==> src/rtl/blk_dma_pkg.sv <==
package blk_dma_pkg;
  typedef enum logic [2:0] {
    REG_SRC_HI = 3'd0,
    REG_SRC_LO = 3'd1,
    REG_DST_HI = 3'd2,
    REG_DST_LO = 3'd3,
    REG_CTRL   = 3'd4
  } reg_idx_e;

  typedef enum logic {
    PH_READ  = 1'b0,
    PH_WRITE = 1'b1
  } phase_e;
endpackage

==> src/rtl/dma_regfile.sv <==
module dma_regfile
  import blk_dma_pkg::*;
#(
  parameter int DATA_W = 8
) (
  input  logic              clk_i,
  input  logic              rst_ni,
  input  logic              we_i,
  input  logic [2:0]        idx_i,
  input  logic [DATA_W-1:0] wdata_i,
  input  logic              accept_i,
  input  logic              done_i,
  output logic [DATA_W-1:0] src_hi_o,
  output logic [DATA_W-1:0] src_lo_o,
  output logic [DATA_W-1:0] dst_hi_o,
  output logic [DATA_W-1:0] dst_lo_o,
  output logic              hblank_o,
  output logic              done_flag_o,
  output logic [DATA_W-1:0] rdata_o
);
  localparam int NPTR = 4;

  logic [DATA_W-1:0] ptr_q [NPTR];
  logic [DATA_W-1:0] ctrl_q;
  logic              hblank_q;

  for (genvar g = 0; g < NPTR; g++) begin : g_ptr
    always_ff @(posedge clk_i or negedge rst_ni) begin
      if (!rst_ni)                             ptr_q[g] <= '0;
      else if (we_i && idx_i == 3'(g))         ptr_q[g] <= wdata_i;
    end
  end

  // accept comes from the start decoder; done sets the top bit
  always_ff @(posedge clk_i or negedge rst_ni) begin
    if (!rst_ni) begin
      ctrl_q   <= '0;
      hblank_q <= 1'b0;
    end else if (accept_i) begin
      ctrl_q   <= {1'b0, wdata_i[DATA_W-2:0]};
      hblank_q <= wdata_i[DATA_W-1];
    end else if (done_i) begin
      ctrl_q[DATA_W-1] <= 1'b1;
    end
  end

  always_comb begin
    case (idx_i)
      REG_SRC_HI: rdata_o = ptr_q[0];
      REG_SRC_LO: rdata_o = ptr_q[1];
      REG_DST_HI: rdata_o = ptr_q[2];
      REG_DST_LO: rdata_o = ptr_q[3];
      REG_CTRL:   rdata_o = ctrl_q;
      default:    rdata_o = '0;
    endcase
  end

  assign src_hi_o    = ptr_q[0];
  assign src_lo_o    = ptr_q[1];
  assign dst_hi_o    = ptr_q[2];
  assign dst_lo_o    = ptr_q[3];
  assign hblank_o    = hblank_q;
  assign done_flag_o = ctrl_q[DATA_W-1];
endmodule

==> src/rtl/dma_start_decode.sv <==
module dma_start_decode #(
  parameter int          DATA_W    = 8,
  parameter int          BLK_SHIFT = 4,
  parameter int          WIN_TAG_W = 3,
  parameter logic [WIN_TAG_W-1:0] WIN_TAG = 3'b100,
  localparam int         ADDR_W    = 2 * DATA_W,
  localparam int         LEN_W     = DATA_W - 1,
  localparam int         CNT_W     = LEN_W + BLK_SHIFT + 1
) (
  input  logic [DATA_W-1:0] src_hi_i,
  input  logic [DATA_W-1:0] src_lo_i,
  input  logic [DATA_W-1:0] dst_hi_i,
  input  logic [DATA_W-1:0] dst_lo_i,
  input  logic              ctrl_wr_i,
  input  logic [DATA_W-1:0] wdata_i,
  input  logic              busy_i,
  output logic              accept_o,
  output logic              start_o,
  output logic [ADDR_W-1:0] src_o,
  output logic [ADDR_W-1:0] dst_o,
  output logic [CNT_W-1:0]  count_o
);
  localparam logic [ADDR_W-1:0] ALIGN_MASK = ~((ADDR_W'(1) << BLK_SHIFT) - ADDR_W'(1));
  localparam logic [ADDR_W-1:0] OFF_MASK   = (ADDR_W'(1) << (ADDR_W - WIN_TAG_W)) - ADDR_W'(1);
  localparam logic [ADDR_W-1:0] DST_MASK   = OFF_MASK & ALIGN_MASK;
  localparam logic [ADDR_W-1:0] WIN_BASE   = ADDR_W'(WIN_TAG) << (ADDR_W - WIN_TAG_W);

  logic [ADDR_W-1:0] src_tag;
  logic              src_in_win;
  logic [LEN_W-1:0]  len;

  assign src_o      = {src_hi_i, src_lo_i} & ALIGN_MASK;
  assign dst_o      = ({dst_hi_i, dst_lo_i} & DST_MASK) | WIN_BASE;
  assign src_tag    = src_o >> (ADDR_W - WIN_TAG_W);
  assign src_in_win = (src_tag == ADDR_W'(WIN_TAG));

  assign len     = wdata_i[LEN_W-1:0];
  assign count_o = (CNT_W'(len) + CNT_W'(1)) << BLK_SHIFT;

  assign accept_o = ctrl_wr_i && !busy_i && !src_in_win;
  assign start_o  = accept_o && !wdata_i[DATA_W-1];
endmodule

==> src/rtl/dma_copy_engine.sv <==
module dma_copy_engine
  import blk_dma_pkg::*;
#(
  parameter int DATA_W = 8,
  parameter int CNT_W  = 12,
  localparam int ADDR_W = 2 * DATA_W
) (
  input  logic              clk_i,
  input  logic              rst_ni,
  input  logic              start_i,
  input  logic [ADDR_W-1:0] src_i,
  input  logic [ADDR_W-1:0] dst_i,
  input  logic [CNT_W-1:0]  count_i,
  input  logic [DATA_W-1:0] mem_rdata_i,
  output logic              busy_o,
  output logic              done_o,
  output logic [ADDR_W-1:0] mem_addr_o,
  output logic              mem_rd_o,
  output logic              mem_wr_o,
  output logic [DATA_W-1:0] mem_wdata_o
);
  logic              busy_q;
  phase_e            phase_q;
  logic [ADDR_W-1:0] src_q, dst_q;
  logic [CNT_W-1:0]  cnt_q;
  logic              last_byte;

  assign last_byte = (cnt_q == CNT_W'(1));

  always_ff @(posedge clk_i or negedge rst_ni) begin
    if (!rst_ni) begin
      busy_q  <= 1'b0;
      phase_q <= PH_READ;
      src_q   <= '0;
      dst_q   <= '0;
      cnt_q   <= '0;
    end else if (start_i) begin
      busy_q  <= 1'b1;
      phase_q <= PH_READ;
      src_q   <= src_i;
      dst_q   <= dst_i;
      cnt_q   <= count_i;
    end else if (busy_q) begin
      if (phase_q == PH_READ) begin
        phase_q <= PH_WRITE;
      end else begin
        phase_q <= PH_READ;
        src_q   <= src_q + ADDR_W'(1);
        dst_q   <= dst_q + ADDR_W'(1);
        cnt_q   <= cnt_q - CNT_W'(1);
        if (last_byte) busy_q <= 1'b0;
      end
    end
  end

  assign done_o      = busy_q && (phase_q == PH_WRITE) && last_byte;
  assign busy_o      = busy_q;
  assign mem_rd_o    = busy_q && (phase_q == PH_READ);
  assign mem_wr_o    = busy_q && (phase_q == PH_WRITE);
  assign mem_addr_o  = (phase_q == PH_WRITE) ? dst_q : src_q;
  // synchronous memory: byte read last cycle is on mem_rdata_i now
  assign mem_wdata_o = mem_rdata_i;
endmodule

==> src/rtl/blk_copy_dma.sv <==
module blk_copy_dma
  import blk_dma_pkg::*;
#(
  parameter int DATA_W    = 8,
  parameter int BLK_SHIFT = 4,
  parameter int WIN_TAG_W = 3,
  parameter logic [WIN_TAG_W-1:0] WIN_TAG = 3'b100,
  localparam int ADDR_W   = 2 * DATA_W,
  localparam int CNT_W    = DATA_W + BLK_SHIFT
) (
  input  logic              clk_i,
  input  logic              rst_ni,
  input  logic              reg_we_i,
  input  logic [2:0]        reg_addr_i,
  input  logic [DATA_W-1:0] reg_wdata_i,
  output logic [DATA_W-1:0] reg_rdata_o,
  output logic [ADDR_W-1:0] mem_addr_o,
  output logic              mem_rd_o,
  input  logic [DATA_W-1:0] mem_rdata_i,
  output logic              mem_wr_o,
  output logic [DATA_W-1:0] mem_wdata_o,
  output logic              busy_o,
  output logic              cpu_stall_o,
  output logic              hblank_mode_o
);
  logic [DATA_W-1:0] src_hi, src_lo, dst_hi, dst_lo;
  logic              ctrl_wr, accept, start, done, busy, done_flag;
  logic [ADDR_W-1:0] src_al, dst_win;
  logic [CNT_W-1:0]  count;

  assign ctrl_wr = reg_we_i && (reg_addr_i == REG_CTRL);

  dma_regfile #(.DATA_W(DATA_W)) u_regfile (
    .clk_i       (clk_i),
    .rst_ni      (rst_ni),
    .we_i        (reg_we_i),
    .idx_i       (reg_addr_i),
    .wdata_i     (reg_wdata_i),
    .accept_i    (accept),
    .done_i      (done),
    .src_hi_o    (src_hi),
    .src_lo_o    (src_lo),
    .dst_hi_o    (dst_hi),
    .dst_lo_o    (dst_lo),
    .hblank_o    (hblank_mode_o),
    .done_flag_o (done_flag),
    .rdata_o     (reg_rdata_o)
  );

  dma_start_decode #(
    .DATA_W    (DATA_W),
    .BLK_SHIFT (BLK_SHIFT),
    .WIN_TAG_W (WIN_TAG_W),
    .WIN_TAG   (WIN_TAG)
  ) u_decode (
    .src_hi_i  (src_hi),
    .src_lo_i  (src_lo),
    .dst_hi_i  (dst_hi),
    .dst_lo_i  (dst_lo),
    .ctrl_wr_i (ctrl_wr),
    .wdata_i   (reg_wdata_i),
    .busy_i    (busy),
    .accept_o  (accept),
    .start_o   (start),
    .src_o     (src_al),
    .dst_o     (dst_win),
    .count_o   (count)
  );

  dma_copy_engine #(.DATA_W(DATA_W), .CNT_W(CNT_W)) u_engine (
    .clk_i       (clk_i),
    .rst_ni      (rst_ni),
    .start_i     (start),
    .src_i       (src_al),
    .dst_i       (dst_win),
    .count_i     (count),
    .mem_rdata_i (mem_rdata_i),
    .busy_o      (busy),
    .done_o      (done),
    .mem_addr_o  (mem_addr_o),
    .mem_rd_o    (mem_rd_o),
    .mem_wr_o    (mem_wr_o),
    .mem_wdata_o (mem_wdata_o)
  );

  assign busy_o      = busy;
  assign cpu_stall_o = busy;
endmodule

==> config.mk <==
export PLATFORM = sky130hd
export DESIGN_NAME = blk_copy_dma
export DESIGN_NICKNAME = d
export VERILOG_FILES = /design/src/rtl/blk_dma_pkg.sv /design/src/rtl/dma_regfile.sv /design/src/rtl/dma_start_decode.sv /design/src/rtl/dma_copy_engine.sv /design/src/rtl/blk_copy_dma.sv
export SDC_FILE = /design/constraint.sdc
export NUM_CORES = 1
export LEC_CHECK = 0
export BUFFER_PORTS_ARGS = -buffer_cell sky130_fd_sc_hd__buf_2
export CAP_MARGIN = 20
export CORE_UTILIZATION = 37
export CTS_BUF_LIST = sky130_fd_sc_hd__clkbuf_16
export DETAILED_ROUTE_END_ITERATION = 8
export SYNTH_ARGS = -nofsm -noshare
export SYNTH_HDL_FRONTEND = slang
export SYNTH_SLANG_ARGS = --single-unit
==> constraint.sdc <==
create_clock -name clk_i -period 1.8 [get_ports clk_i]
set_input_delay 0.09 -clock clk_i [delete_from_list [all_inputs] [get_ports clk_i]]
set_output_delay 0.09 -clock clk_i [all_outputs]
set_load 0.005 [all_outputs]
==> results by group <==
Die
  – Die Ht: 114.6 um
  – Core footprint: 12,160 sq um
  – Standard-cell row count: 40
  – Boundary pin count: 59
  – Initial core utilization: 0.3855
  – Die width: 114.6 um
  – Die Footprint: 13,130 sq um

Setup path
  – Critical path endpoint: u_engine.cnt_q[11]
  – Worst path buffer plus inverter count: 0
  – Critical path type: reg2reg
  – Req. time, crit path: 2030 ps
  – Critical path launch point: u_engine.cnt_q[8]
  – Reg-to-Reg Start: u_engine.cnt_q[8]
  – Critical Path Stages: 4
  – Worst R2R Path Depth: 4
  – Worst Path Arrival: 1970 ps
  – Cell family with most CP delay: simple AND/OR/NAND/NOR gates
  – Worst Setup End Kind: flip-flop
  – Slowest stage delay, CP: 610 ps
  – CP max stage cell: or4_1
  – Cell breakdown of the critical path: or4_1, nor4_1, xnor2_1, a21oi_1
  – R2R Path End: u_engine.cnt_q[11]
  – Worst-path fanout max: 4
  – Startpoint Class: flip-flop
  – R2R setup slack: 60 ps

STA
  – Slew headroom: 0.6706
  – Sum of negative setup slack: 0 ps
  – Setup Viol. Count Final: 0
  – Clock skew: 5.480 ps
  – Fin. max-slew vios: 0
  – Worst-margin pin slew: 494.1 ps
  – Fmax: 0.5732 GHz
  – Min Tclk post-route: 1744 ps
  – Final WS setup: 55.52 ps
  – RSZ-0062 raised after global routing: false
  – Final Cycle Share: 0.9692
  – Final Hold Viols: 0

Routing
  – DR vias: 3,823
  – Via/cell ratio: 5.377
  – DR DRC count: 0
  – 1st-pass router iterations: 5
  – Met3 Wirelength: 596 um
  – WL final: 12.50 mm
  – Met1 Routed Length: 5.815 mm
  – Detail Route Antenna Nets: 0
  – Met2 WL: 6.008 mm
  – Wire per inst: 17.59 um
  – Top sig layer: met4
  – Number of DRC markers in iteration 0: 257

Synthesis
  – Simple-Gate Fraction of Synth Area: 0.1663
  – Cell area after synthesis: 4688 sq um
  – Post-synthesis sequential area ratio: 0.4644
  – Largest family of logic cells by synthesized area: simple AND/OR/NAND/NOR gates
  – EDFF count, synth: 0
  – Mapped Nets: 495
  – Adder-cell share of the synthesized area: 0.01334
  – Multiplexer share of the synthesized area: 0.1620
  – Warnings, synthesis: 0
  – Async S/R FF share, synth: 1.000
  – Mean Syn Cell Area: 10.02 sq um
  – Cells after synthesis: 468
  – Post-synth top flop: dfrtp_1
  – Xor and xnor area share after synthesis: 0.04857
  – Distinct cells, synth: 50
  – Post-synthesis compound-gate area fraction: 0.1033
  – Flops & latches, synth: 87

Power and ir drop
  – Power Density: 1052 nW/um^2
  – Leakage power: 0.002461 uW
  – Peak supply drop: 769.4 uV

Clock network
  – Post-CTS setup buffers: 0
  – Clk sinks: 87
  – Clock slew at reported path FFs: 70 ps
  – Clock latency on the worst-skew pair: 350 ps
  – Inserted Clock Buffers: 9
  – CTS H-tree lvls: 3
  – Root Driver: clkbuf_16
  – CTS Buffer Depth: 2
  – CTS tree: built

Layout
  – Layout fillers: 1,166
  – Share of layout cells above drive strength 1: 0.3204
  – Area growth, synth to finish: 21.08%
  – Post-route cell area: 5677 sq um
  – Multi-input logic area: 2356 sq um
  – Inserted Diodes: 0
  – # nets final: 565
  – Register Area: 2177 sq um

Global route
  – First-pass GRT wire length: 20.33 mm
  – Initial antenna violation count: 0
  – Number of global-route vias before repair: 3,760
  – Total global-route track usage: 0.2036
  – Largest net degree at the start of global routing: 39
  – Overflow after GRT: 0

Placed design
  – Gp weighted congestion: 0.8742
  – Port bufs: 42
  – Worst slack, placed: -30.76 ps
  – Final HPWL DP: 9.336 mm
  – Dpl cell area: 5345 sq um

Hold path
  – Hold-critical path depth: 2
  – Hold Path Class: in2reg

Run
  – Max-Cap Viols: 0

Status
  – Status: complete, no violations
## power by group
part / switching, uW / internal (uW)
Combinational: 671 / 713
Clock: 822 / 952
Sequential: 441 / 2370
## cell usage in the layout, fill, tap and decap left out, types with 4 or more instances in the layout
cell type,count
o21ai_0,27
a22oi_1,4
ha_1,5
dfrtp_1,87
xnor2_1,8
nand4_1,8
mux2_2,55
buf_2,41
xor2_1,18
o22ai_1,8
nor2_1,36
mux2i_1,14
nand3_1,22
nor3_1,9
clkbuf_16,9
and3_1,9
a21oi_1,23
inv_1,6
nand2_1,45
buf_4,48
## kinds of logic (layout without fill, tap and decap cells)
logic type / Yosys count / in the layout
AND/OR/NAND/NOR: 158 / 158
flip-flops: 87 / 87
AO/OA/AOI/OAI: 82 / 82
multiplexers: 69 / 69
buffers and inverters: 41 / 116
XOR/XNOR: 26 / 26
adder cells (fa/ha/maj): 5 / 5
## synthesized netlist by cell type, drive strengths merged, types with 8 or more instances
cell | number | area share
dfrtp | 87 | 0.46
nand4 | 8 | 0.011
mux2 | 55 | 0.13
mux2i | 14 | 0.030
nor3 | 12 | 0.014
nor2 | 37 | 0.030
buf | 16 | 0.022
xor2 | 18 | 0.034
clkbuf | 18 | 0.014
a21oi | 23 | 0.025
o21ai | 29 | 0.031
xnor2 | 8 | 0.015
and3 | 9 | 0.012
o22ai | 8 | 0.011
nand2 | 45 | 0.036
nand3 | 22 | 0.023
## per-stage QoR
step	instances	total power [uW]	hold slack, ps	utilization
6_report	711	5975	95.37	0.4668
5_1_grt	711	6328	97.60	0.4668
4_1_cts	711	6002	86.88	0.4641
3_5_place_dp	694	4199	90.34	0.4395
3_3_place_gp	694	4137	91.30	0.4395
2_1_floorplan	468	3524	-205.6	-
## cell type report
cell class,count,share of cell area
Clock inverter,7,0.009698
Clock buffer,9,0.03967
Inverter,7,0.004629
Sequential cell,87,0.3835
Multi-Input combinational cell,340,0.4150
Timing Repair Buffer,93,0.1104
Tap cell,168,0.03703
## worst min path at each step
| stage | from | endpoint | slack (ps) |
|---|---|---|---|
| 2_1_floorplan | rst_ni | u_engine.busy_o | -210 |
| 3_3_place_gp | rst_ni | u_regfile.ctrl_q[4] | 90 |
| 3_5_place_dp | rst_ni | u_regfile.ctrl_q[4] | 90 |
| 4_1_cts | reg_wdata_i[6] | u_regfile.src_lo_o[6] | 90 |
| 5_1_grt | reg_wdata_i[6] | u_regfile.src_lo_o[6] | 100 |
| 6_report | reg_wdata_i[6] | u_regfile.src_lo_o[6] | 100 |
## flip-flops by register name, summed over array words and instances (netlist names)
| signal | cells |
|---|---|
| u_engine.busy_o | 1 |
| u_engine.cnt_q | 12 |
| u_engine.dst_q | 16 |
| u_engine.phase_q | 1 |
| u_engine.src_q | 16 |
| u_regfile.ctrl_q | 8 |
| u_regfile.dst_hi_o | 8 |
| u_regfile.dst_lo_o | 8 |
| u_regfile.hblank_o | 1 |
| u_regfile.src_hi_o | 8 |
| u_regfile.src_lo_o | 8 |
## routing by layer
layer / global-route usage / vias up
met4: 0.04242 / 0
met3: 0.04076 / 7
li1: - / 1814
met5: 0 / -
met2: 0.3329 / 109
met1: 0.2796 / 1893
## repair_timing
action                                  CTS  global route
hold endpoints to repair                 33             0
endpoints found under the setup margin    4            13
hold buffers                              1             0
pin swaps                                 0             0
gates resized for setup                   2             9
(Power assumes the default switching activity.)
